**config.mk**
```make
export PLATFORM = sky130hd
export DESIGN_NAME = ds2_ais_monitor
export DESIGN_NICKNAME = d
export VERILOG_FILES = /design/src/rtl/ds2_ais_pkg.sv /design/src/rtl/ais_bit_window.sv /design/src/rtl/ais_zero_tally.sv /design/src/rtl/ais_hyst_latch.sv /design/src/rtl/ds2_ais_monitor.sv
export SDC_FILE = /design/constraint.sdc
export NUM_CORES = 1
export LEC_CHECK = 0
export ABC_AREA = 0
export BUFFER_PORTS_ARGS = -buffer_cell sky130_fd_sc_hd__buf_2
export CORE_MARGIN = 2
export CORE_UTILIZATION = 30
export CTS_BUF_LIST = sky130_fd_sc_hd__clkbuf_8
export DETAILED_ROUTE_END_ITERATION = 12
export PLACE_DENSITY = 0.57
export SLEW_MARGIN = 0
export SYNTH_ARGS = -nofsm -noshare
export SYNTH_HDL_FRONTEND = slang
export SYNTH_SLANG_ARGS = --single-unit
```
**constraint.sdc**
```tcl
create_clock -name clk -period 1.7 [get_ports clk]
set_clock_uncertainty 0.15 [all_clocks]
set_input_delay 0.085 -clock clk [delete_from_list [all_inputs] [get_ports clk]]
set_output_delay 0.085 -clock clk [all_outputs]
set_load 0.02 [all_outputs]
```
**src/rtl/ds2_ais_pkg.sv**
```systemverilog
package ds2_ais_pkg;

    // Classification of one completed window
    typedef enum logic {
        WIN_QUIET = 1'b0,   // fewer zeros than the limit
        WIN_BUSY  = 1'b1    // limit reached
    } win_cls_e;

    // Memory of the previous window
    typedef enum logic [1:0] {
        HIST_EMPTY = 2'd0,
        HIST_QUIET = 2'd1,
        HIST_BUSY  = 2'd2
    } hist_e;

    // Event raised on the strobe that completes a window
    typedef struct packed {
        logic     close;
        win_cls_e cls;
    } win_evt_t;

    function automatic hist_e cls_to_hist(win_cls_e c);
        return (c == WIN_QUIET) ? HIST_QUIET : HIST_BUSY;
    endfunction

endpackage

```
**src/rtl/ais_bit_window.sv**
```systemverilog
module ais_bit_window #(
    parameter int WIN_LEN = 840
) (
    input  logic clk,
    input  logic rst,
    input  logic en,
    input  logic strobe,
    output logic last_bit
);
    localparam int CNT_W = (WIN_LEN > 1) ? $clog2(WIN_LEN) : 1;
    localparam logic [CNT_W-1:0] LAST_POS = CNT_W'(WIN_LEN - 1);

    logic [CNT_W-1:0] pos_q;

    assign last_bit = en && strobe && (pos_q == LAST_POS);

    always_ff @(posedge clk) begin
        if (rst || !en) begin
            pos_q <= '0;
        end else if (strobe) begin
            if (pos_q == LAST_POS) pos_q <= '0;
            else                   pos_q <= pos_q + 1'b1;
        end
    end


    win_pos_range_chk: assert property (@(posedge clk) disable iff (rst)
        pos_q <= LAST_POS);


    win_idle_hold_chk: assert property (@(posedge clk) disable iff (rst)
        (en && !strobe) |=> $stable(pos_q));

endmodule

```
**src/rtl/ais_zero_tally.sv**
```systemverilog
module ais_zero_tally
    import ds2_ais_pkg::*;
#(
    parameter int ZERO_LIMIT = 5
) (
    input  logic     clk,
    input  logic     rst,
    input  logic     en,
    input  logic     strobe,
    input  logic     bit_in,
    input  logic     last_bit,
    output win_evt_t evt
);
    localparam int ZW = $clog2(ZERO_LIMIT + 1);
    localparam logic [ZW-1:0] LIM_Z = ZW'(ZERO_LIMIT);

    logic [ZW-1:0] zcnt_q;
    logic [ZW:0]   sum;
    logic [ZW-1:0] zcnt_next;

    always_comb begin
        sum       = {1'b0, zcnt_q} + {{ZW{1'b0}}, ~bit_in};
        zcnt_next = (sum >= {1'b0, LIM_Z}) ? LIM_Z : sum[ZW-1:0];
        evt.close = last_bit;
        evt.cls   = (zcnt_next < LIM_Z) ? WIN_QUIET : WIN_BUSY;
    end

    always_ff @(posedge clk) begin
        if (rst || !en) begin
            zcnt_q <= '0;
        end else if (strobe) begin
            zcnt_q <= last_bit ? '0 : zcnt_next;
        end
    end


    zero_sat_chk: assert property (@(posedge clk) disable iff (rst)
        zcnt_q <= LIM_Z);


    zero_idle_hold_chk: assert property (@(posedge clk) disable iff (rst)
        (en && !strobe) |=> $stable(zcnt_q));

endmodule

```
**src/rtl/ais_hyst_latch.sv**
```systemverilog
module ais_hyst_latch
    import ds2_ais_pkg::*;
(
    input  logic     clk,
    input  logic     rst,
    input  logic     en,
    input  win_evt_t evt,
    output logic     ais
);
    hist_e hist_q;
    logic  ais_q;

    always_ff @(posedge clk) begin
        if (rst || !en) begin
            hist_q <= HIST_EMPTY;
            ais_q  <= 1'b0;
        end else if (evt.close) begin
            if (hist_q == HIST_QUIET && evt.cls == WIN_QUIET) ais_q <= 1'b1;
            else if (hist_q == HIST_BUSY && evt.cls == WIN_BUSY) ais_q <= 1'b0;
            hist_q <= cls_to_hist(evt.cls);
        end
    end

    assign ais = ais_q;


    reset_low_chk: assert property (@(posedge clk)
        rst |=> !ais_q);


    declare_chk: assert property (@(posedge clk) disable iff (rst)
        (en && evt.close && evt.cls == WIN_QUIET && hist_q == HIST_QUIET) |=> ais_q);


    clear_chk: assert property (@(posedge clk) disable iff (rst)
        (en && evt.close && evt.cls == WIN_BUSY && hist_q == HIST_BUSY) |=> !ais_q);


    mixed_hold_chk: assert property (@(posedge clk) disable iff (rst)
        (en && evt.close && hist_q != HIST_EMPTY && hist_q != cls_to_hist(evt.cls))
        |=> $stable(ais_q));


    boundary_only_chk: assert property (@(posedge clk) disable iff (rst)
        (en && !evt.close) |=> $stable(ais_q));


    idle_low_chk: assert property (@(posedge clk) disable iff (rst)
        !en |=> (!ais_q && hist_q == HIST_EMPTY));

endmodule

```
**src/rtl/ds2_ais_monitor.sv**
```systemverilog
module ds2_ais_monitor
    import ds2_ais_pkg::*;
#(
    parameter int WIN_LEN    = 840,
    parameter int ZERO_LIMIT = 5
) (
    input  logic clk,
    input  logic rst,
    input  logic mon_en,
    input  logic bit_en,
    input  logic bit_in,
    output logic ais_o
);
    logic     last_bit;
    win_evt_t evt;

    ais_bit_window #(.WIN_LEN(WIN_LEN)) u_window (
        .clk      (clk),
        .rst      (rst),
        .en       (mon_en),
        .strobe   (bit_en),
        .last_bit (last_bit)
    );

    ais_zero_tally #(.ZERO_LIMIT(ZERO_LIMIT)) u_tally (
        .clk      (clk),
        .rst      (rst),
        .en       (mon_en),
        .strobe   (bit_en),
        .bit_in   (bit_in),
        .last_bit (last_bit),
        .evt      (evt)
    );

    ais_hyst_latch u_hyst (
        .clk (clk),
        .rst (rst),
        .en  (mon_en),
        .evt (evt),
        .ais (ais_o)
    );

endmodule

```
---- Yosys cells after proc, flatten, opt, wreduce, memory -nomap -nowiden ----
Index checks and enable logic that the tools add are counted.
word-level totals
  register bits ........................... 16
  output and inout port bits .............. 1
  logic and storage cells ................. 27
operators by class
  $add $sub $neg .......................... 2
  magnitude comparators ................... 2
  eq/ne operators ......................... 3
  mux-type cells .......................... 7
  bitwise operators ....................... 1
  reduce and logical (&&, ||, !) cells .... 8
operators by type and width
  operator                                                                number
  10-bit by 1-bit adder with 10-bit output (second input constant)        1
  10-bit equality test (second input constant)                            1
  10-bit 2-to-1 mux                                                       1
  3-bit 2-to-1 mux                                                        2
  3-bit by 1-bit adder with 4-bit output                                  1
  4-bit by 3-bit >= comparator with 1-bit output (second input constant)  1
  1-bit logical AND                                                       4
  3-bit less-than comparator (second input constant)                      1
  1-bit 2-to-1 mux                                                        3
  2-bit by 1-bit equality test with 1-bit output (second input constant)  1
  2-bit equality test (second input constant)                             1
  2-bit 2-to-1 mux                                                        1
  2-bit AND reduction                                                     1
  2-bit nonzero test                                                      1
  1-bit zero test                                                         1
  1-bit logical OR                                                        1
  1-bit NOT                                                               1

---- Logic depth before layout (Yosys ltp) ----
Gate-level depths: netlist of the first run.
  depth in word-level cells ............... 9
  gate-level depth with buffers ........... 7
  gate-level depth less buffers ........... 7

---- Hierarchy ----
A second synthesis of the first run with hierarchy kept.
unflattened totals
  cell total of the unflattened synthesis .. 88
  area, all modules ....................... 789.5 um2
by module, submodules not included
  module          times used  cells an instance  area an instance (um2)  sequential area each (um2)
  ais_bit_window  1           48                 456.7                   200.2
  ais_zero_tally  1           26                 210.2                   60.1
  ais_hyst_latch  1           14                 122.6                   60.1

---- Worst setup path before layout of the first run ----
OpenSTA, ideal clock, no wires.
  path type ............................... register to register
  start ................................... register u_tally.zcnt_q[0]
  end ..................................... register u_hyst.hist_q[1]
  library setup time ...................... 0.116 ns
  data arrival time ....................... 1.433 ns
  required time ........................... 1.434 ns
  setup slack ............................. 0.002 ns
  cell stages (with the launch flop) ...... 7
  period minus slack after synthesis ...... 1.698 ns
  cells stage by stage .................... dfxtp_1 > ha_1 > ha_1 > o21a_1 > o2bb2ai_1 > nand3_1 > and3_1
between the ends
  cells in the longest elaborated chain, start to end .. 5
RTL lines
  item                                            RTL line              source
  start: declaration                              ais_zero_tally.sv:17  logic [ZW-1:0] zcnt_q;
  start signal: assignment                        ais_zero_tally.sv:32  zcnt_q <= last_bit ? '0 : zcnt_next;
  3-bit by 1-bit adder with 4-bit output (*)      ais_zero_tally.sv:22  sum = {1'b0, zcnt_q} + {{ZW{1'b0}}, ~bit_in};
  4-bit by 3-bit >= comparator with 1-bit output  ais_zero_tally.sv:23  zcnt_next = (sum >= {1'b0, LIM_Z}) ? LIM_Z : sum[ZW-1:0];
  3-bit 2-to-1 mux (*)                            ais_zero_tally.sv:23
  3-bit less-than comparator (*)                  ais_zero_tally.sv:25  evt.cls = (zcnt_next < LIM_Z) ? WIN_QUIET : WIN_BUSY;
  2-bit 2-to-1 mux (*)                            ds2_ais_pkg.sv:23     return (c == WIN_QUIET) ? HIST_QUIET : HIST_BUSY;
  end signal: assignment                          ais_hyst_latch.sv:20  hist_q <= cls_to_hist(evt.cls);
  end: declaration                                ais_hyst_latch.sv:10  hist_e hist_q;
Every way passes the cells marked *; elsewhere a longest branch is shown, timed or not.
A chain may end at the register's enable or synchronous reset.

---- Worst setup path in the final report of the first run ----
  start ................................... register u_tally.zcnt_q[0]
  end ..................................... register u_tally.zcnt_q[0]
between the ends
  cells in the longest elaborated chain, start to end .. 4
RTL lines
  item                                            RTL line
  3-bit by 1-bit adder with 4-bit output (*)      ais_zero_tally.sv:22
  4-bit by 3-bit >= comparator with 1-bit output  ais_zero_tally.sv:23
  3-bit 2-to-1 mux (*)                            ais_zero_tally.sv:23
  3-bit 2-to-1 mux (*)                            ais_zero_tally.sv:32
Marks and branches as above.

==> results of run 1 <==
## power breakdown
part | internal [mW] | switching, mW
Clock | 0.157 | 0.120
Sequential | 0.378 | 0.00199
Combinational | 0.0284 | 0.0313
Total | 0.563 | 0.153
## synthesized netlist by cell type, types with 2 or more instances
cell type / number / area share (%)
sky130_fd_sc_hd__or2_2: 2 / 1.6
sky130_fd_sc_hd__o21ai_0: 4 / 2.5
sky130_fd_sc_hd__nand4_1: 5 / 3.9
sky130_fd_sc_hd__nor2_1: 14 / 6.6
sky130_fd_sc_hd__inv_1: 5 / 2.4
sky130_fd_sc_hd__nand2_1: 10 / 4.7
sky130_fd_sc_hd__and3_1: 2 / 1.6
sky130_fd_sc_hd__xnor2_1: 5 / 5.5
sky130_fd_sc_hd__ha_1: 3 / 4.7
sky130_fd_sc_hd__a21oi_1: 4 / 2.5
sky130_fd_sc_hd__xor2_1: 4 / 4.4
sky130_fd_sc_hd__dfxtp_1: 16 / 40
sky130_fd_sc_hd__nor3_1: 3 / 1.9
## cells in the final DEF, fill, tap and decap left out
cell type / n
sky130_fd_sc_hd__and2_1: 1
sky130_fd_sc_hd__mux2i_1: 1
sky130_fd_sc_hd__and3_1: 2
sky130_fd_sc_hd__o2111ai_1: 1
sky130_fd_sc_hd__ha_1: 1
sky130_fd_sc_hd__a221o_1: 1
sky130_fd_sc_hd__nand3_1: 1
sky130_fd_sc_hd__a21boi_1: 1
sky130_fd_sc_hd__nand2_1: 10
sky130_fd_sc_hd__xnor2_1: 5
sky130_fd_sc_hd__dfxtp_2: 2
sky130_fd_sc_hd__a41oi_2: 1
sky130_fd_sc_hd__ha_4: 2
sky130_fd_sc_hd__buf_2: 5
sky130_fd_sc_hd__o21a_4: 1
sky130_fd_sc_hd__and4b_4: 1
sky130_fd_sc_hd__buf_4: 7
sky130_fd_sc_hd__nor4b_4: 1
sky130_fd_sc_hd__xor2_1: 4
sky130_fd_sc_hd__a211oi_2: 1
sky130_fd_sc_hd__o21bai_4: 1
sky130_fd_sc_hd__dfxtp_1: 14
sky130_fd_sc_hd__o2bb2ai_4: 1
sky130_fd_sc_hd__nand4_1: 5
sky130_fd_sc_hd__a21oi_2: 1
sky130_fd_sc_hd__nor3_1: 2
sky130_fd_sc_hd__inv_1: 5
sky130_fd_sc_hd__nor2_1: 14
sky130_fd_sc_hd__or2_2: 2
sky130_fd_sc_hd__nand2b_1: 1
sky130_fd_sc_hd__dlygate4sd3_1: 1
sky130_fd_sc_hd__buf_6: 1
sky130_fd_sc_hd__a21oi_1: 3
sky130_fd_sc_hd__nor3_2: 1
sky130_fd_sc_hd__o21ai_0: 3
sky130_fd_sc_hd__clkbuf_8: 3
sky130_fd_sc_hd__and4_4: 1
sky130_fd_sc_hd__o21ai_1: 1
## timing repair
action / CTS / global route
pin swaps: 2 / 5
gates resized for setup: 5 / 13
hold buffers: 1 / 0
endpoints found under the hold margin: 1 / 0
buffers inserted: 0 / 1
setup endpoints to repair: 4 / 14
## sequential cells by signal, indices dropped and copies added, names as in the netlist
| signal | flops |
|---|---|
| u_window.pos_q | 10 |
| u_hyst.hist_q | 2 |
| u_tally.zcnt_q | 3 |
| u_hyst.ais | 1 |
## worst max-delay path, stage by stage, from the launching register on
cell                        delay, ps
sky130_fd_sc_hd__dfxtp_2          330
sky130_fd_sc_hd__ha_4             160
sky130_fd_sc_hd__ha_4             290
sky130_fd_sc_hd__o21bai_4          70
sky130_fd_sc_hd__o2bb2ai_4        160
sky130_fd_sc_hd__a221o_1          310
sky130_fd_sc_hd__a21oi_2          130
## worst min-delay path by stage
stage          slack [ps]          endpoint  cells past startpoint    from
2_1_floorplan         100  u_hyst.hist_q[0]                      2  mon_en
3_3_place_gp          240        u_hyst.ais                      4     rst
3_5_place_dp          260        u_hyst.ais                      4     rst
4_1_cts               0.8  u_hyst.hist_q[0]                      3  mon_en
5_1_grt                40  u_hyst.hist_q[0]                      3  mon_en
6_report               20  u_hyst.hist_q[0]                      3  mon_en
## layout make-up
class	count	area (um2)
inverters	5	18.77
fillers	235	1436
clock buffers	3	41.29
multi-input cells	71	544.3
repair buffers	14	98.84
flip-flops and latches	16	322.8
well taps	30	37.54
## per-layer routing
layer | GRT usage (%) | share of wire [%] | up-vias
met2 | 17.86 | 44 | 12
met4 | 5.226 | 2.4 | 0
met1 | 13.89 | 50 | 322
met5 | 0 | 0 | -
met3 | 4.684 | 4.0 | 6
li1 | - | - | 362
## kinds of logic after synthesis
family,share of synthesized area (%)
AND/OR/NAND/NOR,27.51
flip-flops,40.25
XOR/XNOR,9.905
adder cells (fa/ha/maj),4.717
multiplexers,1.258
AO/OA/AOI/OAI,13.37
buffers and inverters,2.987
==> run_summary.xml, run 1 <==
<?xml version="1.0" encoding="UTF-8"?>
<metrics>
  <group name="worst_setup_path">
    <metric name="worst-r2r-cell-count" unit="">6</metric>
    <metric name="r2r-start" unit="">u_tally.zcnt_q[0]</metric>
    <metric name="regToRegSetupSlack" unit="ps">30</metric>
    <metric name="worstPathArrival" unit="ps">1700</metric>
    <metric name="crit_required" unit="ps">1730</metric>
    <metric name="timing_worst_setup_path_type" unit="">flop to flop</metric>
    <metric name="critPathCapture" unit="">u_tally.zcnt_q[0]</metric>
    <metric name="critical_path.reg2reg.endpoint" unit="">u_tally.zcnt_q[0]</metric>
    <metric name="worst_setup_path_start_kind" unit="">flop</metric>
    <metric name="critPathMaxFanout" unit="">4</metric>
    <metric name="worst_setup_path_end_kind" unit="">flop</metric>
    <metric name="critPathLaunch" unit="">u_tally.zcnt_q[0]</metric>
  </group>
  <group name="timing">
    <metric name="setup_tns" unit="ps">0</metric>
    <metric name="max_freq" unit="MHz">598.3</metric>
    <metric name="layout_worst_path_cycle_share" unit="%">98.32</metric>
    <metric name="drv_slew" unit="">0</metric>
    <metric name="worst_slew_margin_rel" unit="%">82.80</metric>
    <metric name="postLayoutSetupSlackWorst" unit="ps">28.49</metric>
    <metric name="timing_hold_violations_final" unit="">0</metric>
    <metric name="timing_worst_slew_pin_value" unit="ps">257.4</metric>
    <metric name="grt_setup_unrepaired" unit="">yes</metric>
    <metric name="finalSetupViolCount" unit="">0</metric>
    <metric name="period_needed" unit="ps">1672</metric>
    <metric name="hold_ws" unit="ps">16.53</metric>
  </group>
  <group name="placement">
    <metric name="gpl.final_weighted_congestion" unit="">0.7640</metric>
    <metric name="dpl.hpwl" unit="um">1215</metric>
    <metric name="dpl_cell_area" unit="um2">905.9</metric>
    <metric name="placement.setup.worst_slack" unit="ps">-150.0</metric>
    <metric name="placed_cells_incl_taps" unit="">134</metric>
    <metric name="port_buffers" unit="">5</metric>
  </group>
  <group name="die">
    <metric name="die_h" unit="um">55.50</metric>
    <metric name="start_util" unit="%">31.83</metric>
    <metric name="floorplan.io_pins" unit="">6</metric>
    <metric name="chip_width" unit="um">55.50</metric>
    <metric name="floorplan.rows" unit="">18</metric>
    <metric name="coreArea" unit="um2">2500</metric>
    <metric name="dieArea" unit="um2">3080</metric>
  </group>
  <group name="route">
    <metric name="drt_pre_antenna_iters" unit="">4</metric>
    <metric name="detail_route.wl_per_cell" unit="um">12.32</metric>
    <metric name="detail-route-antenna-nets" unit="">0</metric>
    <metric name="num_vias" unit="">702</metric>
    <metric name="drt_iter0_markers" unit="">25</metric>
    <metric name="detailed_route_drc_error_count" unit="">0</metric>
    <metric name="detail_route.wirelength" unit="um">1713</metric>
    <metric name="vias_per_cell" unit="">5.050</metric>
  </group>
  <group name="cells_and_area">
    <metric name="n_antenna_cell" unit="">0</metric>
    <metric name="layout-drive-gt1-share" unit="%">29.36</metric>
    <metric name="stdcell_count" unit="">139</metric>
    <metric name="share_of_the_core_filled_with_cells_in_the_final_layout" unit="%">42.54</metric>
    <metric name="fin_nets" unit="">119</metric>
    <metric name="design_area" unit="um2">1064</metric>
    <metric name="layout-area-overhead-vs-synth" unit="%">33.65</metric>
  </group>
  <group name="yosys">
    <metric name="asyncSetResetFlopFracSynth" unit="%">0</metric>
    <metric name="synth.lib_cells_used.distinct" unit="">29</metric>
    <metric name="ys.flop_type" unit="">sky130_fd_sc_hd__dfxtp_1</metric>
    <metric name="synth_area_per_cell" unit="um2">8.557</metric>
    <metric name="synth-seq-area-share" unit="%">40.25</metric>
    <metric name="flip_flop_and_latch_count_after_synthesis" unit="">16</metric>
    <metric name="synth_area" unit="um2">795.8</metric>
    <metric name="synthesis.yosys.warnings" unit="">0</metric>
    <metric name="synth_nets" unit="">101</metric>
    <metric name="synth-edff-count" unit="">0</metric>
    <metric name="post_synthesis_cells" unit="">93</metric>
  </group>
  <group name="run">
    <metric name="max-cap-violations" unit="">0</metric>
  </group>
  <group name="cts">
    <metric name="sink_count_of_the_clock_tree" unit="">16</metric>
    <metric name="clkLatencyLatePin" unit="ps">250</metric>
    <metric name="cts_max_level" unit="">1</metric>
    <metric name="ctsRootBufferMaster" unit="">sky130_fd_sc_hd__clkbuf_8</metric>
    <metric name="clk_transition_reported_paths" unit="ps">60</metric>
    <metric name="tritoncts_clock_tree" unit="">yes</metric>
    <metric name="cts_buffers" unit="">3</metric>
    <metric name="cts_max_path_buffers" unit="">2</metric>
  </group>
  <group name="pwr">
    <metric name="design_power_total" unit="mW">0.7163</metric>
    <metric name="pwr_density_cell" unit="nW/um2">673.6</metric>
    <metric name="total_leakage_power" unit="nW">0.3802</metric>
    <metric name="vdd_drop_max" unit="mV">0.4022</metric>
  </group>
  <group name="global_route">
    <metric name="groute.usage.overall" unit="%">11.52</metric>
    <metric name="global_route.overflow_total" unit="">0</metric>
    <metric name="initial_antenna_violation_count" unit="">0</metric>
    <metric name="grt_pass1_vias" unit="">671</metric>
    <metric name="grt_max_degree" unit="">12</metric>
    <metric name="grt_first_pass_wirelength" unit="um">2822</metric>
  </group>
  <group name="min_path">
    <metric name="hold_class" unit="">input port to flop</metric>
  </group>
  <group name="status">
    <metric name="run_status" unit="">completed</metric>
  </group>
</metrics>
No activity file was read; power rests on OpenSTA's default activity.
==> inputs of run 2 (changes only) <==
SETUP_SLACK_MARGIN = 0.15   (was unset)
==> run 2 against run 1 <==
  * Combinational power grew 18%
  * Die area did not move
  * Clock-buffer cell count rose by 1
  * Total power up 9.8%
  * Final cell count increased by 2.9%
==> run_summary.xml, run 2 (synthesized netlist as in run 1, its figures left out) <==
<?xml version="1.0" encoding="UTF-8"?>
<metrics>
  <group name="pwr">
    <metric name="vdd_drop_max" unit="mV">0.5301</metric>
    <metric name="total_leakage_power" unit="nW">0.4084</metric>
    <metric name="pwr_density_cell" unit="nW/um2">668.1</metric>
  </group>
  <group name="cts">
    <metric name="tritoncts_clock_tree" unit="">yes</metric>
    <metric name="clkLatencyLatePin" unit="ps">250</metric>
    <metric name="cts_max_path_buffers" unit="">2</metric>
    <metric name="cts_max_level" unit="">1</metric>
    <metric name="cts_buffers" unit="">3</metric>
    <metric name="clk_transition_reported_paths" unit="ps">60</metric>
    <metric name="sink_count_of_the_clock_tree" unit="">16</metric>
    <metric name="ctsRootBufferMaster" unit="">sky130_fd_sc_hd__clkbuf_8</metric>
  </group>
  <group name="worst_setup_path">
    <metric name="cp_slowest_cell" unit="">sky130_fd_sc_hd__dfxtp_2</metric>
    <metric name="worst_setup_path_start_kind" unit="">flop</metric>
    <metric name="slowest_delay" unit="ps">340</metric>
    <metric name="regToRegSetupSlack" unit="ps">20</metric>
    <metric name="worstPathArrival" unit="ps">1710</metric>
    <metric name="critPathMaxFanout" unit="">4</metric>
    <metric name="timing_worst_setup_path_type" unit="">flop to flop</metric>
    <metric name="worst_setup_path_end_kind" unit="">flop</metric>
    <metric name="critPathMostFrequentCell" unit="">sky130_fd_sc_hd__ha_4</metric>
    <metric name="crit_required" unit="ps">1730</metric>
    <metric name="critical_path.cell_chain" unit="">ha_4 &gt; ha_4 &gt; o21bai_2 &gt; o2bb2ai_4 &gt; a221o_1 &gt; a21oi_1</metric>
  </group>
  <group name="die">
    <metric name="dieArea" unit="um2">3080</metric>
    <metric name="coreArea" unit="um2">2500</metric>
    <metric name="chip_width" unit="um">55.50</metric>
    <metric name="floorplan.io_pins" unit="">6</metric>
    <metric name="floorplan.rows" unit="">18</metric>
    <metric name="die_h" unit="um">55.50</metric>
    <metric name="start_util" unit="%">31.83</metric>
  </group>
  <group name="status">
    <metric name="run_status" unit="">completed</metric>
  </group>
  <group name="timing">
    <metric name="drv_slew" unit="">0</metric>
    <metric name="timing_worst_slew_pin_value" unit="ps">405.5</metric>
    <metric name="layout_worst_path_cycle_share" unit="%">99.08</metric>
    <metric name="max_freq" unit="MHz">593.7</metric>
    <metric name="hold_ws" unit="ps">23.66</metric>
    <metric name="finalSetupViolCount" unit="">0</metric>
    <metric name="worst_slew_margin_rel" unit="%">72.73</metric>
    <metric name="timing_hold_violations_final" unit="">0</metric>
    <metric name="period_needed" unit="ps">1684</metric>
    <metric name="grt_setup_unrepaired" unit="">yes</metric>
  </group>
  <group name="cells_and_area">
    <metric name="n_antenna_cell" unit="">0</metric>
    <metric name="layout-drive-gt1-share" unit="%">39.82</metric>
    <metric name="largest_register_ffs" unit="">10</metric>
    <metric name="share_of_the_core_filled_with_cells_in_the_final_layout" unit="%">47.10</metric>
    <metric name="final_cell_mix" unit="">sky130_fd_sc_hd__dfxtp_1 (13), sky130_fd_sc_hd__nand2_1 (9), sky130_fd_sc_hd__buf_4 (9)</metric>
    <metric name="layout-area-overhead-vs-synth" unit="%">47.96</metric>
    <metric name="max_flop_register" unit="">u_window.pos_q</metric>
    <metric name="fin_nets" unit="">122</metric>
    <metric name="biggestRegsByFlops" unit="">u_window.pos_q: 10 flops, u_tally.zcnt_q: 3 flops, u_hyst.hist_q: 2 flops</metric>
    <metric name="layout.cells.most_common" unit="">sky130_fd_sc_hd__dfxtp_1</metric>
  </group>
  <group name="route">
    <metric name="detailed_route_drc_error_count" unit="">0</metric>
    <metric name="vias_per_cell" unit="">5.007</metric>
    <metric name="detail_route.wl_per_cell" unit="um">12.79</metric>
    <metric name="num_vias" unit="">716</metric>
    <metric name="detail-route-antenna-nets" unit="">0</metric>
    <metric name="detail_route.wirelength" unit="um">1829</metric>
    <metric name="drt_iter0_markers" unit="">6</metric>
    <metric name="drt_pre_antenna_iters" unit="">4</metric>
  </group>
  <group name="global_route">
    <metric name="groute.usage.overall" unit="%">12.36</metric>
    <metric name="initial_antenna_violation_count" unit="">0</metric>
    <metric name="grt_max_degree" unit="">12</metric>
    <metric name="grt_first_pass_wirelength" unit="um">3036</metric>
    <metric name="global_route.overflow_total" unit="">0</metric>
    <metric name="grt_pass1_vias" unit="">710</metric>
  </group>
  <group name="min_path">
    <metric name="hold_class" unit="">input port to flop</metric>
  </group>
  <group name="run">
    <metric name="max-cap-violations" unit="">0</metric>
  </group>
  <group name="placement">
    <metric name="gpl.final_weighted_congestion" unit="">0.7794</metric>
    <metric name="dpl.hpwl" unit="um">1262</metric>
    <metric name="port_buffers" unit="">5</metric>
  </group>
</metrics>
==> run 2: cell count changes in the layout (fill, tap and decap cells not counted), moves of 2 or more <==
| cell | before | now |
|---|---|---|
| sky130_fd_sc_hd__nor2_1 | 14 | 6 |
| sky130_fd_sc_hd__nor2_4 | 0 | 8 |
| sky130_fd_sc_hd__buf_4 | 7 | 9 |
| sky130_fd_sc_hd__o21ai_0 | 3 | 1 |
==> run 2: final timing paths <==
path                startpoint  cells after the start           endpoint
max          u_tally.zcnt_q[0]                      6  u_tally.zcnt_q[0]
min                     mon_en                      3   u_hyst.hist_q[0]
max reg2reg  u_tally.zcnt_q[0]                      6  u_tally.zcnt_q[0]
min reg2reg  u_tally.zcnt_q[0]                      2  u_tally.zcnt_q[0]
==> run 2: repair_timing <==
action / in CTS / in global routing
endpoints found under the setup margin: 5 / 15
hold buffers: 1 / 0
cloned: 0 / 1
setup buffers: 0 / 0
pin swaps: 2 / 10
gates resized for setup: 5 / 24
endpoints found under the hold margin: 1 / 0
==> run 2: layout make-up <==
cell class	count	area (um2)
Clock buffer	4	55.05
Timing Repair Buffer	17	147.6
Fill cell	246	1323
Tap cell	30	37.54
Inverter	5	18.77
Multi-Input combinational cell	71	594.3
Sequential cell	16	324.1
==> run 2: layer usage <==
metal / track usage (%) / share of wire [%] / vias up
met5: 0 / 0 / -
met4: 3.484 / 0.44 / 0
met3: 5.386 / 4.3 / 2
met2: 21.26 / 51 / 17
met1: 13.77 / 45 / 331
li1: - / - / 366
==> run 2: worst max-delay path, delay by kind of cell (launching register included) <==
kind | cells | cell delay [ps]
flip-flops | 1 | 340
AO/OA/AOI/OAI | 4 | 790
adder cells (fa/ha/maj) | 2 | 330
==> run 2: per-stage QoR <==
| stage | setup WS (ps) | TNS, ps | cells | total power, mW | instance area [um2] |
|---|---|---|---|---|---|
| finish | 15.61 | 0 | 143 | 0.7866 | 1177 |
| CTS | 68.21 | 0 | 142 | 0.7825 | 1049 |
| global route | -18.51 | -32.54 | 143 | 0.8241 | 1177 |
| detailed placement | 60.55 | 0 | 137 | 0.4367 | 975.9 |
| global placement | 88.15 | 0 | 137 | 0.4355 | 975.9 |
| floorplan | 135.2 | 0 | 93 | 0.4155 | 830.8 |
==> run 2: where the power goes <==
part / total, mW / internal (mW) / switching [mW] / leakage, nW
clock network: 0.335 / 0.205 / 0.130 / 0.0288
registers: 0.381 / 0.378 / 0.00293 / 0.130
logic: 0.0703 / 0.0321 / 0.0382 / 0.249
